`src/rtl/lut_refill_pkg.sv`:
```
package lut_refill_pkg;
  localparam int CRD_W  = 8;
  localparam int WORD_W = 32;

  typedef logic [CRD_W-1:0] crd_t;

  // rectangle word: x0 lowest byte, y1 highest
  typedef struct packed {
    crd_t y1;
    crd_t x1;
    crd_t y0;
    crd_t x0;
  } rect_t;

  typedef enum logic [2:0] {
    RA_DESC  = 3'd0,
    RA_STAT  = 3'd1,
    RA_ISTAT = 3'd2,
    RA_IEN   = 3'd3,
    RA_IDENT = 3'd4,
    RA_GEOM  = 3'd5
  } reg_idx_e;

  localparam int IRQ_DONE_BIT = 0;
  localparam int IRQ_ERR_BIT  = 1;

  typedef enum logic [1:0] {W_IDLE, W_DESC, W_CHECK, W_DATA} wstate_e;
endpackage

```
`src/rtl/lut_refill_raster.sv`:
```
module lut_refill_raster
  import lut_refill_pkg::*;
(
  input  logic clk,
  input  logic rst,
  input  logic load,
  input  logic step,
  input  crd_t x0,
  input  crd_t y0,
  input  crd_t x1,
  input  crd_t y1,
  output crd_t cur_x,
  output crd_t cur_y,
  output logic last
);
  crd_t bx0, bx1, by1;
  logic act;

  assign last = (cur_x == bx1) && (cur_y == by1);

  always_ff @(posedge clk) begin
    if (rst) begin
      cur_x <= '0;
      cur_y <= '0;
      bx0   <= '0;
      bx1   <= '0;
      by1   <= '0;
      act   <= 1'b0;
    end else if (load) begin
      cur_x <= x0;
      cur_y <= y0;
      bx0   <= x0;
      bx1   <= x1;
      by1   <= y1;
      act   <= 1'b1;
    end else if (step) begin
      if (last) act <= 1'b0;
      if (cur_x == bx1) begin
        cur_x <= bx0;
        cur_y <= cur_y + 1'b1;
      end else begin
        cur_x <= cur_x + 1'b1;
      end
    end
  end

  // the scan position never leaves the window
  p_in_window_r2: assert property (@(posedge clk) disable iff (rst)
    act |-> (cur_x >= bx0 && cur_x <= bx1 && cur_y <= by1));
endmodule

```
`src/rtl/lut_refill_walker.sv`:
```
module lut_refill_walker
  import lut_refill_pkg::*;
#(
  parameter int ADDR_W  = 32,
  parameter int LUTID_W = 4
) (
  input  logic              clk,
  input  logic              rst,
  input  logic              kick,
  input  logic              abort,
  input  logic [ADDR_W-1:0] start_addr,
  output logic              mem_req,
  output logic [ADDR_W-1:0] mem_addr,
  input  logic              mem_rvalid,
  input  logic [WORD_W-1:0] mem_rdata,
  output logic              lut_we,
  output crd_t              lut_x,
  output crd_t              lut_y,
  output logic [LUTID_W-1:0] lut_sel,
  output logic [WORD_W-1:0] lut_data,
  output logic              busy,
  output logic              err_flag,
  output logic              done_evt,
  output logic              err_evt
);
  localparam logic [ADDR_W-1:0] STEP = ADDR_W'(4);

  wstate_e st;
  logic [ADDR_W-1:0] desc_q, nxt_q, dptr_q;
  rect_t rect_q;
  logic [LUTID_W-1:0] lut_q;
  logic [1:0] widx;
  logic pend, bad, r_load, r_step, r_last;
  crd_t rx, ry;

  assign bad    = (rect_q.x1 < rect_q.x0) || (rect_q.y1 < rect_q.y0) || (dptr_q[3:0] != 4'd0);
  assign r_load = (st == W_CHECK) && !bad && !kick && !abort;
  assign r_step = (st == W_DATA) && pend && mem_rvalid && !kick && !abort;
  assign busy   = (st != W_IDLE);

  lut_refill_raster u_raster (
    .clk(clk), .rst(rst), .load(r_load), .step(r_step),
    .x0(rect_q.x0), .y0(rect_q.y0), .x1(rect_q.x1), .y1(rect_q.y1),
    .cur_x(rx), .cur_y(ry), .last(r_last)
  );

  always_ff @(posedge clk) begin
    if (rst) begin
      st <= W_IDLE;
      desc_q <= '0; nxt_q <= '0; dptr_q <= '0;
      rect_q <= '0; lut_q <= '0; widx <= '0; pend <= 1'b0;
      mem_req <= 1'b0; mem_addr <= '0;
      lut_we <= 1'b0; lut_x <= '0; lut_y <= '0; lut_sel <= '0; lut_data <= '0;
      err_flag <= 1'b0; done_evt <= 1'b0; err_evt <= 1'b0;
    end else begin
      mem_req  <= 1'b0;
      lut_we   <= 1'b0;
      done_evt <= 1'b0;
      err_evt  <= 1'b0;
      if (kick) begin
        pend     <= 1'b0;
        widx     <= '0;
        desc_q   <= start_addr;
        if (start_addr[3:0] != 4'd0) begin
          err_flag <= 1'b1;
          err_evt  <= 1'b1;
          st       <= W_IDLE;
        end else begin
          err_flag <= 1'b0;
          st       <= W_DESC;
        end
      end else if (abort) begin
        pend     <= 1'b0;
        err_flag <= 1'b0;
        st       <= W_IDLE;
      end else begin
        unique case (st)
          W_IDLE: ;
          W_DESC: begin
            if (!pend) begin
              mem_req  <= 1'b1;
              mem_addr <= desc_q + ADDR_W'({widx, 2'b00});
              pend     <= 1'b1;
            end else if (mem_rvalid) begin
              pend <= 1'b0;
              widx <= widx + 1'b1;
              unique case (widx)
                2'd0: nxt_q  <= mem_rdata[ADDR_W-1:0];
                2'd1: rect_q <= mem_rdata;
                2'd2: lut_q  <= mem_rdata[4 +: LUTID_W];
                default: begin
                  dptr_q <= mem_rdata[ADDR_W-1:0];
                  st     <= W_CHECK;
                end
              endcase
            end
          end
          W_CHECK: begin
            if (bad) begin
              err_flag <= 1'b1;
              err_evt  <= 1'b1;
              st       <= W_IDLE;
            end else begin
              st <= W_DATA;
            end
          end
          W_DATA: begin
            if (!pend) begin
              mem_req  <= 1'b1;
              mem_addr <= dptr_q;
              pend     <= 1'b1;
            end else if (mem_rvalid) begin
              pend     <= 1'b0;
              lut_we   <= 1'b1;
              lut_x    <= rx;
              lut_y    <= ry;
              lut_sel  <= lut_q;
              lut_data <= mem_rdata;
              dptr_q   <= dptr_q + STEP;
              if (r_last) begin
                if (nxt_q == '0) begin
                  done_evt <= 1'b1;
                  st       <= W_IDLE;
                end else if (nxt_q[3:0] != 4'd0) begin
                  err_flag <= 1'b1;
                  err_evt  <= 1'b1;
                  st       <= W_IDLE;
                end else begin
                  desc_q <= nxt_q;
                  widx   <= '0;
                  st     <= W_DESC;
                end
              end
            end
          end
          default: st <= W_IDLE;
        endcase
      end
    end
  end

  // one outstanding read, one-cycle request
  p_req_pulse_r1: assert property (@(posedge clk) disable iff (rst)
    mem_req |=> !mem_req);
  // first word of a descriptor is fetched from a 16-byte boundary
  p_desc_aligned_r1: assert property (@(posedge clk) disable iff (rst)
    (mem_req && st == W_DESC && widx == 2'd0) |-> (mem_addr[3:0] == 4'd0));
  // completion coincides with the final table write
  p_done_with_write_r4: assert property (@(posedge clk) disable iff (rst)
    done_evt |-> lut_we);
  // a raised error halts all traffic
  p_err_halts_r5: assert property (@(posedge clk) disable iff (rst)
    (err_flag && $past(err_flag)) |-> (!lut_we && !mem_req));
endmodule

```
`src/rtl/lut_refill_regs.sv`:
```
module lut_refill_regs
  import lut_refill_pkg::*;
#(
  parameter int ADDR_W      = 32,
  parameter int IRQ_W       = 8,
  parameter int NUM_ENGINES = 1,
  parameter int NUM_LUTS    = 1,
  parameter int LUT_COLS    = 256,
  parameter int LUT_ROWS    = 128
) (
  input  logic              clk,
  input  logic              rst,
  input  logic              reg_we,
  input  logic [2:0]        reg_addr,
  input  logic [WORD_W-1:0] reg_wdata,
  output logic [WORD_W-1:0] reg_rdata,
  output logic              kick,
  output logic              abort,
  output logic [ADDR_W-1:0] start_addr,
  input  logic              busy,
  input  logic              err_flag,
  input  logic              done_evt,
  input  logic              err_evt,
  output logic              irq
);
  localparam logic [WORD_W-1:0] IDENT_VAL =
    {3'b0, 5'(NUM_ENGINES), 3'b0, 5'(NUM_LUTS), 16'b0};
  localparam logic [WORD_W-1:0] GEOM_VAL =
    {4'b0, 4'(LUT_ROWS / 32), 4'b0, 4'(LUT_COLS / 32), 16'b0};

  logic [IRQ_W-1:0] istat, ien, iset, iclr;
  logic desc_wr;

  assign desc_wr    = reg_we && (reg_addr == 3'(RA_DESC));
  assign kick       = desc_wr && (reg_wdata != '0);
  assign abort      = desc_wr && (reg_wdata == '0);
  assign start_addr = reg_wdata[ADDR_W-1:0];

  always_comb begin
    iset = '0;
    iset[IRQ_DONE_BIT] = done_evt;
    iset[IRQ_ERR_BIT]  = err_evt;
    iclr = (reg_we && reg_addr == 3'(RA_ISTAT)) ? reg_wdata[IRQ_W-1:0] : '0;
  end

  always_ff @(posedge clk) begin
    if (rst) begin
      istat     <= '0;
      ien       <= '0;
      irq       <= 1'b0;
      reg_rdata <= '0;
    end else begin
      istat <= (istat & ~iclr) | iset;
      if (reg_we && reg_addr == 3'(RA_IEN)) ien <= reg_wdata[IRQ_W-1:0];
      irq <= |(istat & ien);
      unique case (reg_addr)
        3'(RA_STAT):  reg_rdata <= {30'b0, err_flag, !busy && !err_flag};
        3'(RA_ISTAT): reg_rdata <= WORD_W'(istat);
        3'(RA_IEN):   reg_rdata <= WORD_W'(ien);
        3'(RA_IDENT): reg_rdata <= IDENT_VAL;
        3'(RA_GEOM):  reg_rdata <= GEOM_VAL;
        default:      reg_rdata <= '0;
      endcase
    end
  end

  // a 1 written to the done bit clears it unless a new event lands
  p_w1c_r6: assert property (@(posedge clk) disable iff (rst)
    (reg_we && reg_addr == 3'(RA_ISTAT) && reg_wdata[IRQ_DONE_BIT] && !done_evt)
      |=> !istat[IRQ_DONE_BIT]);
  // the line never rises without some enabled bit
  p_irq_enabled_r7: assert property (@(posedge clk) disable iff (rst)
    irq |-> $past(|ien));
  // error and ready are never reported together
  p_err_over_ready_r5: assert property (@(posedge clk) disable iff (rst)
    (reg_addr == 3'(RA_STAT)) |=> !(reg_rdata[0] && reg_rdata[1]));
endmodule

```
`src/rtl/lut_refill_engine.sv`:
```
module lut_refill_engine
  import lut_refill_pkg::*;
#(
  parameter int ADDR_W      = 32,
  parameter int LUTID_W     = 4,
  parameter int IRQ_W       = 8,
  parameter int NUM_ENGINES = 1,
  parameter int NUM_LUTS    = 1,
  parameter int LUT_COLS    = 256,
  parameter int LUT_ROWS    = 128
) (
  input  logic               clk,
  input  logic               rst,
  input  logic               reg_we,
  input  logic [2:0]         reg_addr,
  input  logic [31:0]        reg_wdata,
  output logic [31:0]        reg_rdata,
  output logic               mem_req,
  output logic [ADDR_W-1:0]  mem_addr,
  input  logic               mem_rvalid,
  input  logic [31:0]        mem_rdata,
  output logic               lut_we,
  output logic [CRD_W-1:0]   lut_x,
  output logic [CRD_W-1:0]   lut_y,
  output logic [LUTID_W-1:0] lut_sel,
  output logic [31:0]        lut_data,
  output logic               irq
);
  logic kick, abort, busy, err_flag, done_evt, err_evt;
  logic [ADDR_W-1:0] start_addr;

  lut_refill_regs #(
    .ADDR_W(ADDR_W), .IRQ_W(IRQ_W), .NUM_ENGINES(NUM_ENGINES),
    .NUM_LUTS(NUM_LUTS), .LUT_COLS(LUT_COLS), .LUT_ROWS(LUT_ROWS)
  ) u_regs (
    .clk(clk), .rst(rst), .reg_we(reg_we), .reg_addr(reg_addr),
    .reg_wdata(reg_wdata), .reg_rdata(reg_rdata), .kick(kick), .abort(abort),
    .start_addr(start_addr), .busy(busy), .err_flag(err_flag),
    .done_evt(done_evt), .err_evt(err_evt), .irq(irq)
  );

  lut_refill_walker #(.ADDR_W(ADDR_W), .LUTID_W(LUTID_W)) u_walk (
    .clk(clk), .rst(rst), .kick(kick), .abort(abort), .start_addr(start_addr),
    .mem_req(mem_req), .mem_addr(mem_addr), .mem_rvalid(mem_rvalid),
    .mem_rdata(mem_rdata), .lut_we(lut_we), .lut_x(lut_x), .lut_y(lut_y),
    .lut_sel(lut_sel), .lut_data(lut_data), .busy(busy), .err_flag(err_flag),
    .done_evt(done_evt), .err_evt(err_evt)
  );
endmodule

```
`config.mk`:
```
export PLATFORM = sky130hd
export DESIGN_NAME = lut_refill_engine
export DESIGN_NICKNAME = d
export VERILOG_FILES = /design/src/rtl/lut_refill_pkg.sv /design/src/rtl/lut_refill_raster.sv /design/src/rtl/lut_refill_walker.sv /design/src/rtl/lut_refill_regs.sv /design/src/rtl/lut_refill_engine.sv
export SDC_FILE = /design/constraint.sdc
export NUM_CORES = 1
export LEC_CHECK = 0
export BUFFER_PORTS_ARGS = -buffer_cell sky130_fd_sc_hd__buf_2
export CAP_MARGIN = 10
export CORE_MARGIN = 2
export CORE_UTILIZATION = 30
export CTS_CLUSTER_DIAMETER = 120
export CTS_CLUSTER_SIZE = 16
export DETAILED_ROUTE_END_ITERATION = 7
export GPL_TIMING_DRIVEN = 0
export PLACE_DENSITY = 0.55
export SYNTH_ARGS = -nofsm -noshare
export SYNTH_HDL_FRONTEND = slang
export SYNTH_SLANG_ARGS = --single-unit
```
`constraint.sdc`:
```
create_clock -name clk -period 5.7 [get_ports clk]
set_input_delay 1.14 -clock clk [delete_from_list [all_inputs] [get_ports clk]]
set_output_delay 1.14 -clock clk [all_outputs]
set_load 0.02 [all_outputs]
```
# Yosys cells after proc, flatten, opt, wreduce, memory -nomap -nowiden

Index checks and enable logic that the tools add are counted.
W data, S select, Z words.

$lt $le $gt $ge: 2
Muxes and demuxes: 70
Equality and inequality tests: 34
Add/sub/neg operators: 5
Bitwise gates (word level): 11
Reductions and logical operators: 58

Operators with widths:

| cell                    | count |
|---|---|
| $mux W32                | 15 |
| $pmux W27 S5            | 1 |
| $pmux W32 S2            | 2 |
| $logic_not A32 Y1       | 2 |
| $mux W8                 | 7 |
| $mux W2                 | 17 |
| $add A32 B3 Y32 const B | 1 |
| $add A32 B4 Y32         | 1 |
| $reduce_bool A32 Y1     | 1 |
| $mux W1                 | 24 |
| $reduce_and A7 Y1       | 3 |
| $ne A4 B2 Y1 const B    | 5 |
| $reduce_and A6 Y1       | 3 |
| $add A8 B1 Y8 const B   | 2 |
| $and A8 B8 Y8           | 2 |
| $eq A8 B8 Y1            | 2 |
| $lt A8 B8 Y1            | 2 |
| $ne A4 B1 Y1 const B    | 4 |
| $reduce_bool A2 Y1      | 8 |
| $reduce_bool A4 Y1      | 4 |
| $logic_and A1 B1 Y1     | 14 |
| $ne A2 B2 Y1 const B    | 7 |
| $ne A2 B1 Y1 const B    | 6 |
| $reduce_and A5 Y1       | 2 |
| 26 further kinds        | 45 |

Word-level logic and storage cells: 210
Register bits: 315

# Longest topological paths before layout

Gate-level depths: netlist (run 1).

Depth in word-level cells: 9
Gate-level depth with buffers: 10

# Hierarchy

Synthesis (run 1) repeated with hierarchy kept, for this count alone.

Cells, all modules: 1717
Area, all modules: 14076.0 um^2

By module, submodules not included:

| module            | cells each | area an instance (um^2) | instances |
|---|---|---|---|
| lut_refill_walker | 1320       | 10535.1                 | 1 |
| lut_refill_raster | 221        | 2008.2                  | 1 |
| lut_refill_regs   | 176        | 1532.7                  | 1 |

# Worst setup path before layout (run 1)

Ideal clock, no wire load.

Kind: input-to-reg
Start point: in reg_addr[1]
End point: reg u_walk.dptr_q[5]
Slack: 2.738 ns
Stages: 9
Data arrival time: 2.834 ns
Data required time: 5.572 ns
Setup time: 0.128 ns
Path through: buf_2 > nor4b_2 > nor2_1 > o21ai_1 > clkbuf_1 > buf_2 > nor2_1 > a21oi_1 > nor2_1

Word-level cells in the longest chain between the ends: 5

Ends and longest elaborated chain:

| what                                          | RTL line                                     | text |
|---|---|---|
| start, declared                               | lut_refill_engine.sv:15                      | `input logic [2:0] reg_addr,` |
| $logic_not A3 Y1 *                            | lut_refill_regs.sv:34                        | `assign desc_wr = reg_we && (reg_addr == 3'(RA_DESC));` |
| $logic_and A1 B1 Y1 *                         | lut_refill_regs.sv:34                        |  |
| $logic_and A1 B1 Y1, on equally long branches | lut_refill_regs.sv:35, lut_refill_regs.sv:36 |  |
| $not A1 Y1 (no line)                          | --                                           |  |
| $reduce_and A8 Y1 (no line) *                 | --                                           |  |
| end signal, assigned                          | lut_refill_walker.sv:92                      | `dptr_q <= mem_rdata[ADDR_W-1:0];` |
| end signal, assigned                          | lut_refill_walker.sv:119                     | `dptr_q <= dptr_q + STEP;` |
| end, declared                                 | lut_refill_walker.sv:29                      | `logic [ADDR_W-1:0] desc_q, nxt_q, dptr_q;` |

Every way passes the cells marked *; elsewhere a longest branch is shown, timed or not.
A chain may end at the register's enable or synchronous reset.

# Worst setup path after layout (run 1)

Start point: in reg_wdata[7]
End point: reg u_walk.desc_q[30]

Word-level cells in the longest chain between the ends: 4

Ends and longest elaborated chain:

| what                                                         | RTL line                                     | text |
|---|---|---|
| start, declared                                              | lut_refill_engine.sv:16                      | `input logic [31:0] reg_wdata,` |
| $logic_not A32 Y1 or $reduce_bool A32 Y1 (tied branches)     | lut_refill_regs.sv:36, lut_refill_regs.sv:35 |  |
| $logic_and A1 B1 Y1, on equally long branches                | lut_refill_regs.sv:36, lut_refill_regs.sv:35 |  |
| $ne A2 B1 Y1 (no line) or $reduce_bool A2 Y1 (tied branches) | --                                           |  |
| $reduce_and A7 Y1 (no line)                                  | --                                           |  |
| end signal, assigned                                         | lut_refill_walker.sv:63                      | `desc_q <= start_addr;` |
| end signal, assigned                                         | lut_refill_walker.sv:129                     | `desc_q <= nxt_q;` |
| end, declared                                                | lut_refill_walker.sv:29                      |  |

Several ways; a longest one is shown, not always the timed one.

==> results.cfg, run 1 <==
[detailed_routing]
drc_errors = 0
drt_wl_total_mm = 53.5
drtIter0Drc = 1325
drt-vias-per-instance = 5.33
drt-wirelength-per-cell_um = 21.2
final_antenna_net_count = 0
vias = 13431
firstDrtPassIters = 8

[clocking]
cts_made_buffers = 22
h-tree-depth = 1
cts.reportedPaths.clkPinSlew_ps = 80
clockBufferDepth = 3
postCtsHoldBufs = 0
cts.repair.resized = 0
cts_setup_buffers = 0
clock_sinks = 293
cts_root_buffer = clkbuf_16
cts_tree = yes
clk_latency_ps = 560

[finish]
antenna_cells = 0
fin_nets = 2023
fillers = 4689
syn_to_final_growth_pct = 16.6
drive_gt1_frac = 0.124

[sta]
fin_tns_setup_ps = 0
maxSlewViolCount = 0
hold_viol_final = 0
finClkSkew_ps = 23.3
period_needed_ps = 3680
grt_setup_unrepaired = false
finalCritPeriodShare = 0.646
slew_headroom = 0.204
setup_viol = 0
fmax_mhz = 272
worst_pin_slew_ps = 1180

[synthesis]
synth-edff-count = 0
synth_cells = 1717
ys_types = 67
syn-cell-area_um2 = 13600
ys_ff_latch = 293
seq_area_frac_synth = 0.433
yosys_warnings = 0
synthFlopType = dfxtp_1
avgSynthCellArea_um2 = 7.90
synthArstFlopShare = 0

[worst_hold_path]
hold_depth = 2
hp-class = flip-flop to flip-flop
hold_start = u_walk.err_evt$_SDFF_PP0_
hold-path-endpoint = u_regs.istat[1]$_SDFF_PP0_

[floorplan]
row_count = 77
die_y_um = 217
start_util = 0.305
core_um2 = 44400
ios = 190
die_w_um = 217
die-area_um2 = 46900

[worst_setup_path]
path_class = primary input to flip-flop
startpoint_type = primary input
rrSetupSlack_ps = 2420
rr_startpoint = u_walk.widx[0]$_SDFFE_PP0P_
cp.required_ps = 6100
cp_max_fo = 10
reg2reg_to = u_walk.mem_addr[18]$_SDFFE_PP0P_
end_kind = flip-flop
rr_worst_depth = 8
worstPathArrival_ps = 4090

[global_routing]
grt_pass1_vias = 12678
grt-ovfl-total = 0
grt_antenna_before_repair = 0
grt_pass1_wl_mm = 79.2
grt_max_degree = 17
grtUsageTotal = 0.221

[placed_design]
gp_congestion = 0.930
portBuffers = 167
dp_hpwl_mm = 41.3

[pwr]
p_total_mw = 3.79
peakVddDrop_mv = 0.183
powerDensity_nw_per_um2 = 239
p_leak_nw = 5.61

[outcome]
status = finished, final reports clean

[job]
maxCapViolCount = 0
==> critical path, stage by stage <==
cell and delay (ps):
buf_2 180, nor4_1 670, nand4_1 460, o21ai_1 560
clkbuf_1 470, clkbuf_1 450, a211oi_1 150
==> metal layers <==
layer | vias to the layer above | GRT usage | part of all wire | wire (µm)
li1 | 6326 | - | - | -
met1 | 6497 | 0.304 | 0.45 | 24100
met2 | 518 | 0.356 | 0.45 | 24100
met3 | 90 | 0.0269 | 0.065 | 3480
met4 | 0 | 0.0788 | 0.034 | 1850
met5 | - | 0 | 0 | 0
==> area by class of cell <==
| class | count | area (µm²) | share of cell area |
|---|---|---|---|
| sequential | 293 | 5870 | 0.371 |
| inverter | 31 | 116 | 0.00736 |
| multi-input combinational | 1274 | 7000 | 0.443 |
| buffer | 138 | 651 | 0.0412 |
| tap | 592 | 741 | 0.0469 |
| timing repair buffer | 167 | 836 | 0.0529 |
| clock buffer | 24 | 589 | 0.0373 |
| clock inverter | 1 | 11.3 | 0.000712 |
==> power by group <==
part           internal (mW)  total [mW]  switching (mW)
clock network          0.733        1.52           0.785
logic                 0.0555       0.202           0.146
registers               2.06        2.07          0.0113
total                   2.84        3.79           0.942
==> cell usage in the layout (no fill, tap or decap), types with 29 or more instances in the layout <==
cell type	n
nand2_1	388
nand3_1	42
buf_2	173
o21ai_0	37
nor4_1	29
a211oi_1	60
nor2_1	136
inv_1	30
clkbuf_1	94
mux2i_1	46
a21oi_1	227
dfxtp_1	293
==> how the worst max path moves through the flow <==
stage          cells after the start                        start  slack, ps                               end
2_1_floorplan                      9                  reg_addr[1]       2740     u_walk.dptr_q[5]$_SDFFE_PP0P_
3_3_place_gp                       7                 reg_wdata[1]       1680    u_walk.desc_q[21]$_SDFFE_PP0P_
3_5_place_dp                       7                 reg_wdata[1]       1690    u_walk.desc_q[28]$_SDFFE_PP0P_
4_1_cts                            7                 reg_wdata[1]       2260    u_walk.desc_q[30]$_SDFFE_PP0P_
5_1_grt                            8  u_walk.widx[0]$_SDFFE_PP0P_       2090  u_walk.mem_addr[18]$_SDFFE_PP0P_
6_report                           7                 reg_wdata[7]       2020    u_walk.desc_q[30]$_SDFFE_PP0P_
==> synth_stat cells (15+ instances only) <==
master    number  area, µm²
nand4_1       26        163
xnor2_1       26        228
a211oi_1      60        450
xor2_1        24        210
and3_1        15       93.8
nor2_1       136        510
inv_1         30        113
nand2_1      388       1460
o21ai_0       37        185
dfxtp_1      293       5870
nor4_1        29        181
a21oi_1      227       1140
clkbuf_1      94        353
nor3_1        25        125
mux2i_1       46        460
buf_4         23        173
nand3_1       42        210
ha_1          24        300
==> through the flow <==
stage	cell area [µm²]	hold slack [ps]	std cells	util	setup WS, ps
final	15800	448	2520	0.356	2020
after CTS	15800	454	2520	0.356	2260
after global placement	15200	424	2495	0.342	1680
after floorplan	13600	413	1736	-	2740
after global routing	15800	465	2520	0.356	2090
after detailed placement	15200	436	2495	0.342	1690
==> cell families (layout without fill, tap and decap cells) <==
group | count (synthesis) | count (layout) | synth area share
simple gates | 713 | 713 | 0.232
fa+ha+maj | 25 | 25 | 0.0236
xor+xnor | 53 | 53 | 0.0359
other cells | 1 | 20 | 0.000277
flops | 293 | 293 | 0.433
compound gates | 415 | 415 | 0.183
buf+inv | 169 | 361 | 0.0566
mux | 48 | 48 | 0.0356
==> state kept, by name, indices dropped and copies added, names as in the netlist, 2 cells and up <==
register,cells
u_regs.istat,8
u_walk.desc_q,32
u_walk.lut_sel,4
u_walk.nxt_q,32
u_walk.dptr_q,32
u_walk.u_raster.bx1,8
u_walk.widx,2
u_walk.mem_addr,32
u_walk.lut_x,8
u_walk.u_raster.cur_x,8
u_regs.ien,8
u_walk.st,2
u_walk.u_raster.cur_y,8
u_walk.lut_q,4
u_walk.u_raster.bx0,8
u_walk.lut_data,32
u_regs.reg_rdata,10
u_walk.lut_y,8
u_walk.rect_q,32
u_walk.u_raster.by1,8
(Power assumes the default switching activity.)
==> inputs of run 2 (changes only) <==
Settings changed: ABC_AREA set to 1.
Clock period 5.7 ns to 3.8 ns, I/O delays scaled along.
==> results.cfg, run 2 <==
[outcome]
status = finished, violations left
violations = design-rule violations

[synthesis]
yosysMostFrequentCell = nand2_1
syn-cell-area_um2 = 14200
yosys_warnings = 0
ys_types = 48
yosys-top-cells-count = nand2_1, nor2_1, dfxtp_1
yosysTopAreaCellShare = 0.412
ys_top_cells_by_area = dfxtp_1, nand2_1, nor2_1
synthFlopType = dfxtp_1
ys_ff_latch = 293
synth_cells = 2031
yosysTopAreaCell = dfxtp_1
avgSynthCellArea_um2 = 7.00
seq_area_frac_synth = 0.412
synth-edff-count = 0
synthArstFlopShare = 0

[detailed_routing]
drt_wl_total_mm = 57.7
drt-vias-per-instance = 5.07
final_antenna_net_count = 0
drtIter0Drc = 1269
vias = 14463
drc_errors = 22
firstDrtPassIters = 8
drt-wirelength-per-cell_um = 20.3

[worst_setup_path]
cp.required_ps = 4290
rr_startpoint = u_walk.widx[0]$_SDFFE_PP0P_
crit_path_top_delay_cell = fa_1
rrSetupSlack_ps = 1240
slowest_delay_ps = 500
path_class = flip-flop to flip-flop
cp_max_fo = 5
crit_buf_inv = 1
critPathMostFrequentCell = nor2_1
startpoint_type = flip-flop
worstPathArrival_ps = 3050
reg2reg_to = u_walk.mem_addr[24]$_SDFFE_PP0P_
path_cells = ha_1, inv_1, fa_1, nor2_1, nand4_1, nor2_1, nand3_1, xor2_1, nand2_1, a21oi_1
end_kind = flip-flop
crit_family = simple AND/OR/NAND/NOR gates
rr_worst_depth = 10

[pwr]
p_switching_mw = 1.69
pwr-share-seq = 0.525
powerDensity_nw_per_um2 = 366
pwr-share-clk = 0.370
p_leak_nw = 7.16
peakVddDrop_mv = 0.206
p_total_mw = 6.03
combPwrFrac = 0.106
internal-power_mw = 4.34
p_sw_frac = 0.280

[floorplan]
core_um2 = 46700
start_util = 0.305
die_w_um = 222
die_y_um = 222
row_count = 79
die-area_um2 = 49200
ios = 190

[placed_design]
place_inst = 2825
place_area_um2 = 15900
gp_congestion = 0.940
portBuffers = 168
dp_hpwl_mm = 45.5
place_worst_setup_slack_ps = 909

[clocking]
cts.reportedPaths.clkPinSlew_ps = 80
postCtsHoldBufs = 0
cts_setup_buffers = 0
cts_tree = yes
cts.repair.resized = 0
h-tree-depth = 1
cts_root_buffer = clkbuf_16
clockBufferDepth = 3
cts_made_buffers = 22
clock_sinks = 293
clk_latency_ps = 570

[finish]
fillers = 5052
final_common_cell = nand2_1
syn_to_final_growth_pct = 16.0
final_cells = 2850
mostFrequentLayoutCells = nand2_1, nor2_1, dfxtp_1
final_area_um2 = 16500
fin_util = 0.354
fin_nets = 2338
drive_gt1_frac = 0.124

[worst_hold_path]
hold_depth = 2
hp-class = primary input to flip-flop
hold_start = reg_addr[1]
hold-path-endpoint = u_regs.reg_rdata[24]$_SDFF_PP0_

[sta]
finClkSkew_ps = 22.7
worst_pin_slew_ps = 1020
timing.hold.ws_ps = 419
slew_headroom = 0.322
period_needed_ps = 2560
fin_tns_setup_ps = 0
grt_setup_unrepaired = false
setup_slack_ps = 1240
fmax_mhz = 390
hold_viol_final = 0
maxSlewViolCount = 0
finalCritPeriodShare = 0.674
setup_viol = 0

[global_routing]
grt-ovfl-total = 0
grtUsageTotal = 0.228
grt_max_degree = 17
grt_antenna_before_repair = 1
grt_pass1_wl_mm = 85.5
grt_pass1_vias = 13295

[job]
maxCapViolCount = 0
-- run 2: power by group through the flow --
stage                     Sequential (mW)  Combinational (mW)  Clock, mW
after floorplan                      3.25               0.328          0
after global placement               3.24               0.628          0
after detailed placement             3.24               0.631          0
after CTS                            3.16               0.633       2.27
after global routing                 3.17               0.684       2.38
final                                3.16               0.639       2.23
-- run 2: metal layers --
layer  GRT usage  routed length, µm  vias up
li1            -                  -     7052
met1       0.317              26500     6797
met3      0.0237               3570       91
met5           0                  0        -
met4      0.0854               2180        0
met2       0.366              25500      523
-- run 2: cell families after synthesis --
group                    synth area share
AO/OA/AOI/OAI                       0.179
adder cells (fa/ha/maj)            0.0225
buffers and inverters              0.0945
AND/OR/NAND/NOR                     0.257
flip-flops                          0.412
XOR/XNOR                           0.0339
other                            0.000264
-- run 2: final cells by class --
class / count / area (µm²) / area share
sequential: 293 / 5870 / 0.356
antenna: 1 / 2.50 / 0.000152
buffer: 131 / 701 / 0.0425
timing repair buffer: 168 / 841 / 0.0510
inverter: 170 / 643 / 0.0390
clock inverter: 2 / 46.3 / 0.00281
clock buffer: 22 / 551 / 0.0334
tap: 607 / 759 / 0.0460
multi-input combinational: 1456 / 7090 / 0.430
-- run 2: worst max path at each step --
| stage | slack [ps] | end | depth (start not counted) | start |
|---|---|---|---|---|
| floorplan | 1780 | u_walk.mem_addr[30]$_SDFFE_PP0P_ | 10 | u_walk.widx[0]$_SDFFE_PP0P_ |
| global placement | 940 | u_walk.st[0]$_SDFFE_PP0P_ | 13 | reg_wdata[2] |
| detailed placement | 910 | u_walk.st[0]$_SDFFE_PP0P_ | 13 | reg_wdata[2] |
| CTS | 1220 | u_walk.mem_addr[24]$_SDFFE_PP0P_ | 10 | u_walk.widx[0]$_SDFFE_PP0P_ |
| global route | 1030 | u_walk.mem_addr[24]$_SDFFE_PP0P_ | 10 | u_walk.widx[0]$_SDFFE_PP0P_ |
| finish | 1240 | u_walk.mem_addr[24]$_SDFFE_PP0P_ | 10 | u_walk.widx[0]$_SDFFE_PP0P_ |
-- run 2: worst register-to-register path, cell delays in order (launching register included) --
cell and delay (ps):
dfxtp_1 420, ha_1 200, inv_1 70, fa_1 500, nor2_1 240, nand4_1 180, nor2_1 230, nand3_1 140
xor2_1 270, nand2_1 100, a21oi_1 140
